`config.mk`:
```
export PLATFORM = sky130hd
export DESIGN_NAME = pilot_id_classifier
export DESIGN_NICKNAME = d
export VERILOG_FILES = /design/src/rtl/pic_pkg.sv /design/src/rtl/pic_rst_sync.sv /design/src/rtl/pic_period_meter.sv /design/src/rtl/pic_window_judge.sv /design/src/rtl/pic_dwell_fsm.sv /design/src/rtl/pilot_id_classifier.sv
export SDC_FILE = /design/constraint.sdc
export NUM_CORES = 1
export LEC_CHECK = 0
export ABC_AREA = 1
export BUFFER_PORTS_ARGS = -buffer_cell sky130_fd_sc_hd__buf_2
export CORE_MARGIN = 2
export CORE_UTILIZATION = 40
export CTS_CLUSTER_SIZE = 12
export DETAILED_ROUTE_END_ITERATION = 16
export MAX_ROUTING_LAYER = met4
export PLACE_DENSITY = 0.65
export SKIP_CTS_REPAIR_TIMING = 1
export SLEW_MARGIN = 40
export SYNTH_ARGS = -nofsm -noshare
export SYNTH_HDL_FRONTEND = slang
export SYNTH_SLANG_ARGS = --single-unit
```
`constraint.sdc`:
```
create_clock -name clk_i -period 2.55 [get_ports clk_i]
set_input_delay 0.255 -clock clk_i [delete_from_list [all_inputs] [get_ports clk_i]]
set_output_delay 0.255 -clock clk_i [all_outputs]
set_load 0.1 [all_outputs]
```
`src/rtl/pic_pkg.sv`:
```
package pic_pkg;

  typedef enum logic [1:0] {
    MODE_MONO   = 2'b00,
    MODE_STEREO = 2'b01,
    MODE_BILING = 2'b10
  } mode_e;

  // shortest period (clocks) of a tone at or below f_hz
  function automatic int per_min(longint clk_hz, longint f_hz);
    return int'((clk_hz + f_hz - 1) / f_hz);
  endfunction

  // longest period (clocks) of a tone at or above f_hz
  function automatic int per_max(longint clk_hz, longint f_hz);
    return int'(clk_hz / f_hz);
  endfunction

  function automatic int ms_to_cyc(longint clk_hz, longint ms);
    return int'((clk_hz * ms) / 1000);
  endfunction

endpackage

```
`src/rtl/pic_rst_sync.sv`:
```
module pic_rst_sync (
  input  logic clk_i,
  input  logic arst_ni,
  output logic rst_no
);
  logic [1:0] stg_q;

  always_ff @(posedge clk_i or negedge arst_ni) begin
    if (!arst_ni) stg_q <= 2'b00;
    else          stg_q <= {stg_q[0], 1'b1};
  end

  assign rst_no = stg_q[1];
endmodule

```
`src/rtl/pic_period_meter.sv`:
```
module pic_period_meter #(
  parameter int CNT_W = 10,
  parameter int TMO   = 513
) (
  input  logic             clk_i,
  input  logic             rst_ni,
  input  logic             tone_i,
  output logic             meas_vld_o,
  output logic [CNT_W-1:0] meas_per_o,
  output logic             tmo_o
);
  localparam logic [CNT_W-1:0] TMO_C = CNT_W'(TMO);

  logic [2:0]       sync_q;
  logic             rise;
  logic [CNT_W-1:0] cnt_q, cnt_d, cnt_inc;
  logic             ref_q, ref_d;
  logic             vld_q, vld_d;
  logic [CNT_W-1:0] per_q, per_d;
  logic             tmo_q, tmo_d;

  assign rise    = sync_q[1] & ~sync_q[2];
  assign cnt_inc = (cnt_q == TMO_C) ? cnt_q : cnt_q + 1'b1;

  always_comb begin
    cnt_d = cnt_inc;
    ref_d = ref_q;
    vld_d = 1'b0;
    per_d = per_q;
    tmo_d = 1'b0;
    if (rise) begin
      // edge wins over a timeout due in the same cycle
      vld_d = ref_q;
      per_d = cnt_inc;
      cnt_d = '0;
      ref_d = 1'b1;
    end else if (ref_q && (cnt_inc == TMO_C) && (cnt_q != TMO_C)) begin
      tmo_d = 1'b1;
      ref_d = 1'b0;
    end
  end

  always_ff @(posedge clk_i or negedge rst_ni) begin
    if (!rst_ni) begin
      sync_q <= 3'b000;
      cnt_q  <= '0;
      ref_q  <= 1'b0;
      vld_q  <= 1'b0;
      per_q  <= '0;
      tmo_q  <= 1'b0;
    end else begin
      sync_q <= {sync_q[1:0], tone_i};
      cnt_q  <= cnt_d;
      ref_q  <= ref_d;
      vld_q  <= vld_d;
      if (rise) per_q <= per_d;
      tmo_q  <= tmo_d;
    end
  end

  assign meas_vld_o = vld_q;
  assign meas_per_o = per_q;
  assign tmo_o      = tmo_q;

  // a reported period is never zero and never beyond the timeout bound
  a_r8_period_capped: assert property (@(posedge clk_i) disable iff (!rst_ni)
    meas_vld_o |-> (meas_per_o != '0 && meas_per_o <= TMO_C));
  // timeout and a measurement never fire together
  a_r8_tmo_excl: assert property (@(posedge clk_i) disable iff (!rst_ni)
    tmo_o |-> !meas_vld_o);
endmodule

```
`src/rtl/pic_window_judge.sv`:
```
module pic_window_judge
  import pic_pkg::*;
#(
  parameter int CNT_W    = 10,
  parameter int SA_LO    = 400,
  parameter int SA_HI    = 457,
  parameter int SR_LO    = 364,
  parameter int SR_HI    = 512,
  parameter int BA_LO    = 214,
  parameter int BA_HI    = 250,
  parameter int BR_LO    = 206,
  parameter int BR_HI    = 270
) (
  input  logic             clk_i,
  input  logic             rst_ni,
  input  logic             meas_vld_i,
  input  logic [CNT_W-1:0] meas_per_i,
  input  logic             tmo_i,
  output mode_e            cand_o
);
  // window index: 0 stereo acquire, 1 stereo release, 2 bil acquire, 3 bil release
  localparam int NWIN = 4;
  localparam int LO_TAB [NWIN] = '{SA_LO, SR_LO, BA_LO, BR_LO};
  localparam int HI_TAB [NWIN] = '{SA_HI, SR_HI, BA_HI, BR_HI};

  logic [NWIN-1:0] in_win;
  mode_e           cand_q, cand_d;

  for (genvar w = 0; w < NWIN; w++) begin : g_win
    localparam logic [CNT_W-1:0] LO_C = CNT_W'(LO_TAB[w]);
    localparam logic [CNT_W-1:0] HI_C = CNT_W'(HI_TAB[w]);
    assign in_win[w] = (meas_per_i >= LO_C) && (meas_per_i <= HI_C);
  end

  always_comb begin
    cand_d = cand_q;
    if (tmo_i) begin
      cand_d = MODE_MONO;
    end else if (meas_vld_i) begin
      if (cand_q == MODE_STEREO && in_win[1])      cand_d = MODE_STEREO;
      else if (cand_q == MODE_BILING && in_win[3]) cand_d = MODE_BILING;
      else if (in_win[0])                          cand_d = MODE_STEREO;
      else if (in_win[2])                          cand_d = MODE_BILING;
      else                                         cand_d = MODE_MONO;
    end
  end

  always_ff @(posedge clk_i or negedge rst_ni) begin
    if (!rst_ni) cand_q <= MODE_MONO;
    else         cand_q <= cand_d;
  end

  assign cand_o = cand_q;

  // a timeout always drops the candidate
  a_r8_tmo_clears: assert property (@(posedge clk_i) disable iff (!rst_ni)
    tmo_i |=> cand_q == MODE_MONO);
  // a held stereo candidate survives a period inside its release band
  a_r3_keep_stereo: assert property (@(posedge clk_i) disable iff (!rst_ni)
    (meas_vld_i && cand_q == MODE_STEREO && in_win[1]) |=> cand_q == MODE_STEREO);
  // same for bilingual
  a_r5_keep_biling: assert property (@(posedge clk_i) disable iff (!rst_ni)
    (meas_vld_i && cand_q == MODE_BILING && in_win[3]) |=> cand_q == MODE_BILING);
  // the candidate only takes a new identity on a measurement
  a_r2_take_on_meas: assert property (@(posedge clk_i) disable iff (!rst_ni)
    (cand_q != MODE_MONO && cand_q != $past(cand_q)) |-> $past(meas_vld_i));
endmodule

```
`src/rtl/pic_dwell_fsm.sv`:
```
module pic_dwell_fsm
  import pic_pkg::*;
#(
  parameter int DW_W      = 13,
  parameter int ENTRY_CYC = 6400,
  parameter int EXIT_CYC  = 1920
) (
  input  logic       clk_i,
  input  logic       rst_ni,
  input  mode_e      cand_i,
  output logic [1:0] mode_o,
  output logic       led_no
);
  localparam logic [DW_W-1:0] ENTRY_M1 = DW_W'(ENTRY_CYC - 1);
  localparam logic [DW_W-1:0] EXIT_M1  = DW_W'(EXIT_CYC - 1);

  mode_e           mode_q, mode_d;
  mode_e           prev_q;
  logic [DW_W-1:0] dw_q, dw_d, lim;
  logic            led_q, led_d;
  logic            is_mono, cond, restart;

  always_comb begin
    is_mono = (mode_q == MODE_MONO);
    cond    = is_mono ? (cand_i != MODE_MONO) : (cand_i != mode_q);
    restart = !cond || (is_mono && (cand_i != prev_q));
    lim     = is_mono ? ENTRY_M1 : EXIT_M1;
    mode_d  = mode_q;
    dw_d    = dw_q;
    if (restart) begin
      dw_d = '0;
    end else if (dw_q == lim) begin
      mode_d = is_mono ? cand_i : MODE_MONO;
      dw_d   = '0;
    end else begin
      dw_d = dw_q + 1'b1;
    end
    led_d = (mode_d == MODE_MONO);
  end

  always_ff @(posedge clk_i or negedge rst_ni) begin
    if (!rst_ni) begin
      mode_q <= MODE_MONO;
      prev_q <= MODE_MONO;
      dw_q   <= '0;
      led_q  <= 1'b1;
    end else begin
      mode_q <= mode_d;
      prev_q <= cand_i;
      dw_q   <= dw_d;
      led_q  <= led_d;
    end
  end

  assign mode_o = mode_q;
  assign led_no = led_q;

  // the unused code never shows
  a_r9_code_legal: assert property (@(posedge clk_i) disable iff (!rst_ni)
    mode_q != 2'b11);
  // no direct hop between the two tone modes
  a_r9_via_mono: assert property (@(posedge clk_i) disable iff (!rst_ni)
    (mode_q != MODE_MONO && $past(mode_q) != MODE_MONO) |-> mode_q == $past(mode_q));
  // entry goes to the identity the candidate held
  a_r6_entry_matches: assert property (@(posedge clk_i) disable iff (!rst_ni)
    (mode_q != MODE_MONO && $past(mode_q) == MODE_MONO) |-> $past(cand_i) == mode_q);
  // exit only while the held identity is absent
  a_r7_exit_when_lost: assert property (@(posedge clk_i) disable iff (!rst_ni)
    (mode_q == MODE_MONO && $past(mode_q) != MODE_MONO) |-> $past(cand_i) != $past(mode_q));
  // LED sink tracks the mode
  a_r10_led_track: assert property (@(posedge clk_i) disable iff (!rst_ni)
    led_q == (mode_q == MODE_MONO));
endmodule

```
`src/rtl/pilot_id_classifier.sv`:
```
module pilot_id_classifier
  import pic_pkg::*;
#(
  parameter int CLK_HZ       = 250_000_000,
  parameter int ENTRY_MS     = 1000,
  parameter int EXIT_MS      = 300,
  parameter int ST_ACQ_LO_HZ = 140,
  parameter int ST_ACQ_HI_HZ = 160,
  parameter int ST_REL_LO_HZ = 125,
  parameter int ST_REL_HI_HZ = 176,
  parameter int BI_ACQ_LO_HZ = 255,
  parameter int BI_ACQ_HI_HZ = 300,
  parameter int BI_REL_LO_HZ = 237,
  parameter int BI_REL_HI_HZ = 312
) (
  input  logic       clk_i,
  input  logic       rst_ni,
  input  logic       tone_i,
  output logic [1:0] mode_code_o,
  output logic       led_on_no
);
  // higher frequency -> shorter period: the high Hz limit gives the low period bound
  localparam int SA_LO = per_min(CLK_HZ, ST_ACQ_HI_HZ);
  localparam int SA_HI = per_max(CLK_HZ, ST_ACQ_LO_HZ);
  localparam int SR_LO = per_min(CLK_HZ, ST_REL_HI_HZ);
  localparam int SR_HI = per_max(CLK_HZ, ST_REL_LO_HZ);
  localparam int BA_LO = per_min(CLK_HZ, BI_ACQ_HI_HZ);
  localparam int BA_HI = per_max(CLK_HZ, BI_ACQ_LO_HZ);
  localparam int BR_LO = per_min(CLK_HZ, BI_REL_HI_HZ);
  localparam int BR_HI = per_max(CLK_HZ, BI_REL_LO_HZ);
  localparam int FLOOR_HZ  = (ST_REL_LO_HZ < BI_REL_LO_HZ) ? ST_REL_LO_HZ : BI_REL_LO_HZ;
  localparam int TMO       = per_max(CLK_HZ, FLOOR_HZ) + 1;
  localparam int CNT_W     = $clog2(TMO + 1);
  localparam int ENTRY_CYC = ms_to_cyc(CLK_HZ, ENTRY_MS);
  localparam int EXIT_CYC  = ms_to_cyc(CLK_HZ, EXIT_MS);
  localparam int MAX_DW    = (ENTRY_CYC > EXIT_CYC) ? ENTRY_CYC : EXIT_CYC;
  localparam int DW_W      = $clog2(MAX_DW + 1);

  logic             rst_sn;
  logic             meas_vld;
  logic [CNT_W-1:0] meas_per;
  logic             tmo;
  mode_e            cand;

  pic_rst_sync u_rst (
    .clk_i   (clk_i),
    .arst_ni (rst_ni),
    .rst_no  (rst_sn)
  );

  pic_period_meter #(.CNT_W(CNT_W), .TMO(TMO)) u_meter (
    .clk_i      (clk_i),
    .rst_ni     (rst_sn),
    .tone_i     (tone_i),
    .meas_vld_o (meas_vld),
    .meas_per_o (meas_per),
    .tmo_o      (tmo)
  );

  pic_window_judge #(
    .CNT_W(CNT_W),
    .SA_LO(SA_LO), .SA_HI(SA_HI), .SR_LO(SR_LO), .SR_HI(SR_HI),
    .BA_LO(BA_LO), .BA_HI(BA_HI), .BR_LO(BR_LO), .BR_HI(BR_HI)
  ) u_judge (
    .clk_i      (clk_i),
    .rst_ni     (rst_sn),
    .meas_vld_i (meas_vld),
    .meas_per_i (meas_per),
    .tmo_i      (tmo),
    .cand_o     (cand)
  );

  pic_dwell_fsm #(.DW_W(DW_W), .ENTRY_CYC(ENTRY_CYC), .EXIT_CYC(EXIT_CYC)) u_fsm (
    .clk_i  (clk_i),
    .rst_ni (rst_sn),
    .cand_i (cand),
    .mode_o (mode_code_o),
    .led_no (led_on_no)
  );
endmodule

```
==> flow_summary.yaml <==
logic_synthesis:
  synth-edff-count: 0
  synth_cells: 730
  async_flop_share: 1.00
  synth_seq_cells: 85
  yosysTopAreaCell: "dfrtp_1"
  synthesis.nets: 736
  synthTopCellsByArea: "dfrtp_1 (40%), nand2_1 (12%), nor2_1 (8.1%)"
  synth_warnings: 0
  synth_top_area_share: 0.399
  postSynth.topFlopCell: "dfrtp_1"
  ys_types: 42
  synth.cell_area_um2: 5270
  synth.avg_cell_area_um2: 7.21
  yosysSeqAreaShare: 0.404
sta:
  fin_skew_ns: 0.0118
  rsz0062_at_grt: "false"
  worst_pin_slew_ns: 0.623
  final.setup.tns_ns: 0
  fin_crit_sh: 0.816
  fmax_ghz: 0.481
  final-hold-violation-count: 0
  holdWs_ns: 0.0151
  relSlewSlack: 0.584
  slew_viol_final: 0
  finalCriticalPeriod_ns: 2.08
  finalSetupViolCount: 0
route:
  drt_first_pass_iters: 6
  viasPerCell: 5.23
  route.detailed.drc: 0
  detail_route.wirelength_um: 13300
  vias: 4787
  drt-initial-drc-count: 483
  ant_nets: 0
  wl_per_cell_um: 14.5
die:
  die_w_um: 119
  io_pins: 6
  die_h_um: 119
  die-area_um2: 14100
  coreArea_um2: 12700
  rows: 41
  initial_core_util: 0.414
pwr:
  p_leak_uw: 0.00244
  powerDensity_nw_per_um2: 543
  vdd.ir_drop.worst_mv: 0.414
  finalPower_uw: 3150
hold_path:
  hold_path.class: "input pin to flop"
setup_path:
  crit_chain: "ha_1 -> nand2_1 -> nor2_2 -> nand2_1 -> nor2_1 -> nand2_1 -> xor2_1 -> nand3_1 -> nor2_1 -> nand3_1 -> nand2_1 -> inv_1"
  crit_family: "simple AND/OR/NAND/NOR gates"
  start_kind: "flop"
  required_ns: 2.79
  crit_fanout: 6
  worst-r2r-setup-slack_ns: 0.47
  crit_type: "flop to flop"
  cpMostUsedCell: "nand2_1"
  max_stage_delay_ns: 0.47
  cp.arrival_ns: 2.32
  cp_num_buf_inv: 1
  cp_slowest_cell: "dfrtp_1"
  crit_path_end_kind: "flop"
global_routing:
  grt_first_pass_wirelength_um: 22500
  track_usage: 0.206
  grt_pass1_vias: 4538
  grt_max_degree: 47
  grt-ovfl-total: 0
  antenna_found_initial: 0
cells_and_area:
  fill_cells: 1352
  seqCellArea_um2: 2130
  layout_common_cells: "nand2_1 (168), nor2_1 (112), inv_1 (86), dfrtp_1 (83), nand3_1 (57)"
  area_growth_pct: 10.0
  final_common_cell: "nand2_1"
  drive_gt1_frac: 0.0941
  multi_input_area_um2: 2720
  diodes: 0
  nNetsFinal: 745
placed_design:
  place_congestion: 1.02
  dp_hpwl_um: 10200
  io_buffers: 5
clock_network:
  clock_tree.buffer_depth: 2
  clock_latency_ns: 0.34
  cts_buffers: 9
  htree_levels: 3
  root_buffer: "clkbuf_16"
  path_clk_slew_ns: 0.06
  clock_sinks: 85
  cts_tree: "yes"
status:
  status: "finished clean"
flow_run:
  maxCapViolations: 0
==> worst paths after layout <==
kind                                       startpoint                                end  depth (start not counted)
min in group asynchronous                      rst_ni           u_rst.stg_q[0]$_DFF_PN0_                          2
setup reg to reg           u_meter.cnt_q[0]$_DFF_PN0_          u_meter.ref_q$_DFFE_PN0P_                         12
hold / removal                                 tone_i        u_meter.sync_q[0]$_DFF_PN0_                          1
max in group asynchronous    u_rst.stg_q[1]$_DFF_PN0_         u_meter.cnt_q[0]$_DFF_PN0_                          1
hold reg to reg              u_rst.stg_q[1]$_DFF_PN0_  u_meter.meas_per_o[3]$_DFFE_PN0P_                          0
setup / recovery           u_meter.cnt_q[0]$_DFF_PN0_          u_meter.ref_q$_DFFE_PN0P_                         12
==> worst reg2reg max path: stages (launching register included) <==
cell	delay, ns
dfrtp_1	0.47
ha_1	0.25
nand2_1	0.09
nor2_2	0.17
nand2_1	0.15
nor2_1	0.15
nand2_1	0.08
xor2_1	0.22
nand3_1	0.11
nor2_1	0.09
nand3_1	0.09
nand2_1	0.07
inv_1	0.03
==> Yosys cell counts, drive strengths merged, types with 5 or more instances <==
master  count
a21oi      14
buf         6
clkbuf      6
dfrtp      84
inv        90
nand2     176
nand3      61
nand4      22
nor2      134
nor3       37
nor3b       5
nor4        9
o21ai      32
xnor2       6
xor2       29
==> metal layers <==
metal	part of all wire	GRT usage	routed length, um
met5	0	-	0
met2	0.46	0.319	6180
met1	0.46	0.271	6170
met3	0.051	0.0391	677
met4	0.022	0.0692	292
==> through the flow <==
step	area, um^2	worst slack, ns	instances	utilization
after global routing	5790	0.203	916	0.455
after CTS	5780	0.468	915	0.455
after global placement	5490	0.594	899	0.431
after floorplan	5270	0.00901	730	-
after detailed placement	5490	0.514	899	0.431
final	5790	0.470	916	0.455
==> final cells by class <==
| cell class | count | area share |
|---|---|---|
| tap | 172 | 0.0371 |
| inverter | 92 | 0.0598 |
| clock buffer | 10 | 0.0395 |
| timing repair buffer | 10 | 0.0134 |
| sequential | 85 | 0.368 |
| clock inverter | 6 | 0.0121 |
| multi-input combinational | 541 | 0.470 |
==> flip-flops by register name, summed over array words and instances (netlist names) <==
signal              count
u_judge.cand_o          2
u_fsm.dw_q             28
u_meter.meas_vld_o      1
u_fsm.led_no            1
u_fsm.mode_o            2
u_fsm.prev_q            2
u_rst.stg_q             2
u_meter.cnt_q          21
u_meter.ref_q           1
u_meter.meas_per_o     21
u_meter.tmo_o           1
u_meter.sync_q          3
==> report_power, final <==
group	internal, uW	switching, uW	total [uW]
Combinational	99.9	226	326
Sequential	1410	92.4	1500
Clock	766	556	1320
==> kinds of logic after synthesis <==
family / Yosys count / synth area share
xor gates and xnor gates: 35 / 0.0582
other: 1 / 0.000712
adders and majority gates: 3 / 0.00713
buffers and inverters: 104 / 0.0791
DFF: 85 / 0.404
and+or+nand+nor: 448 / 0.391
AOI/OAI and AO/OA: 54 / 0.0594
No activity file was read; power rests on OpenSTA's default activity.
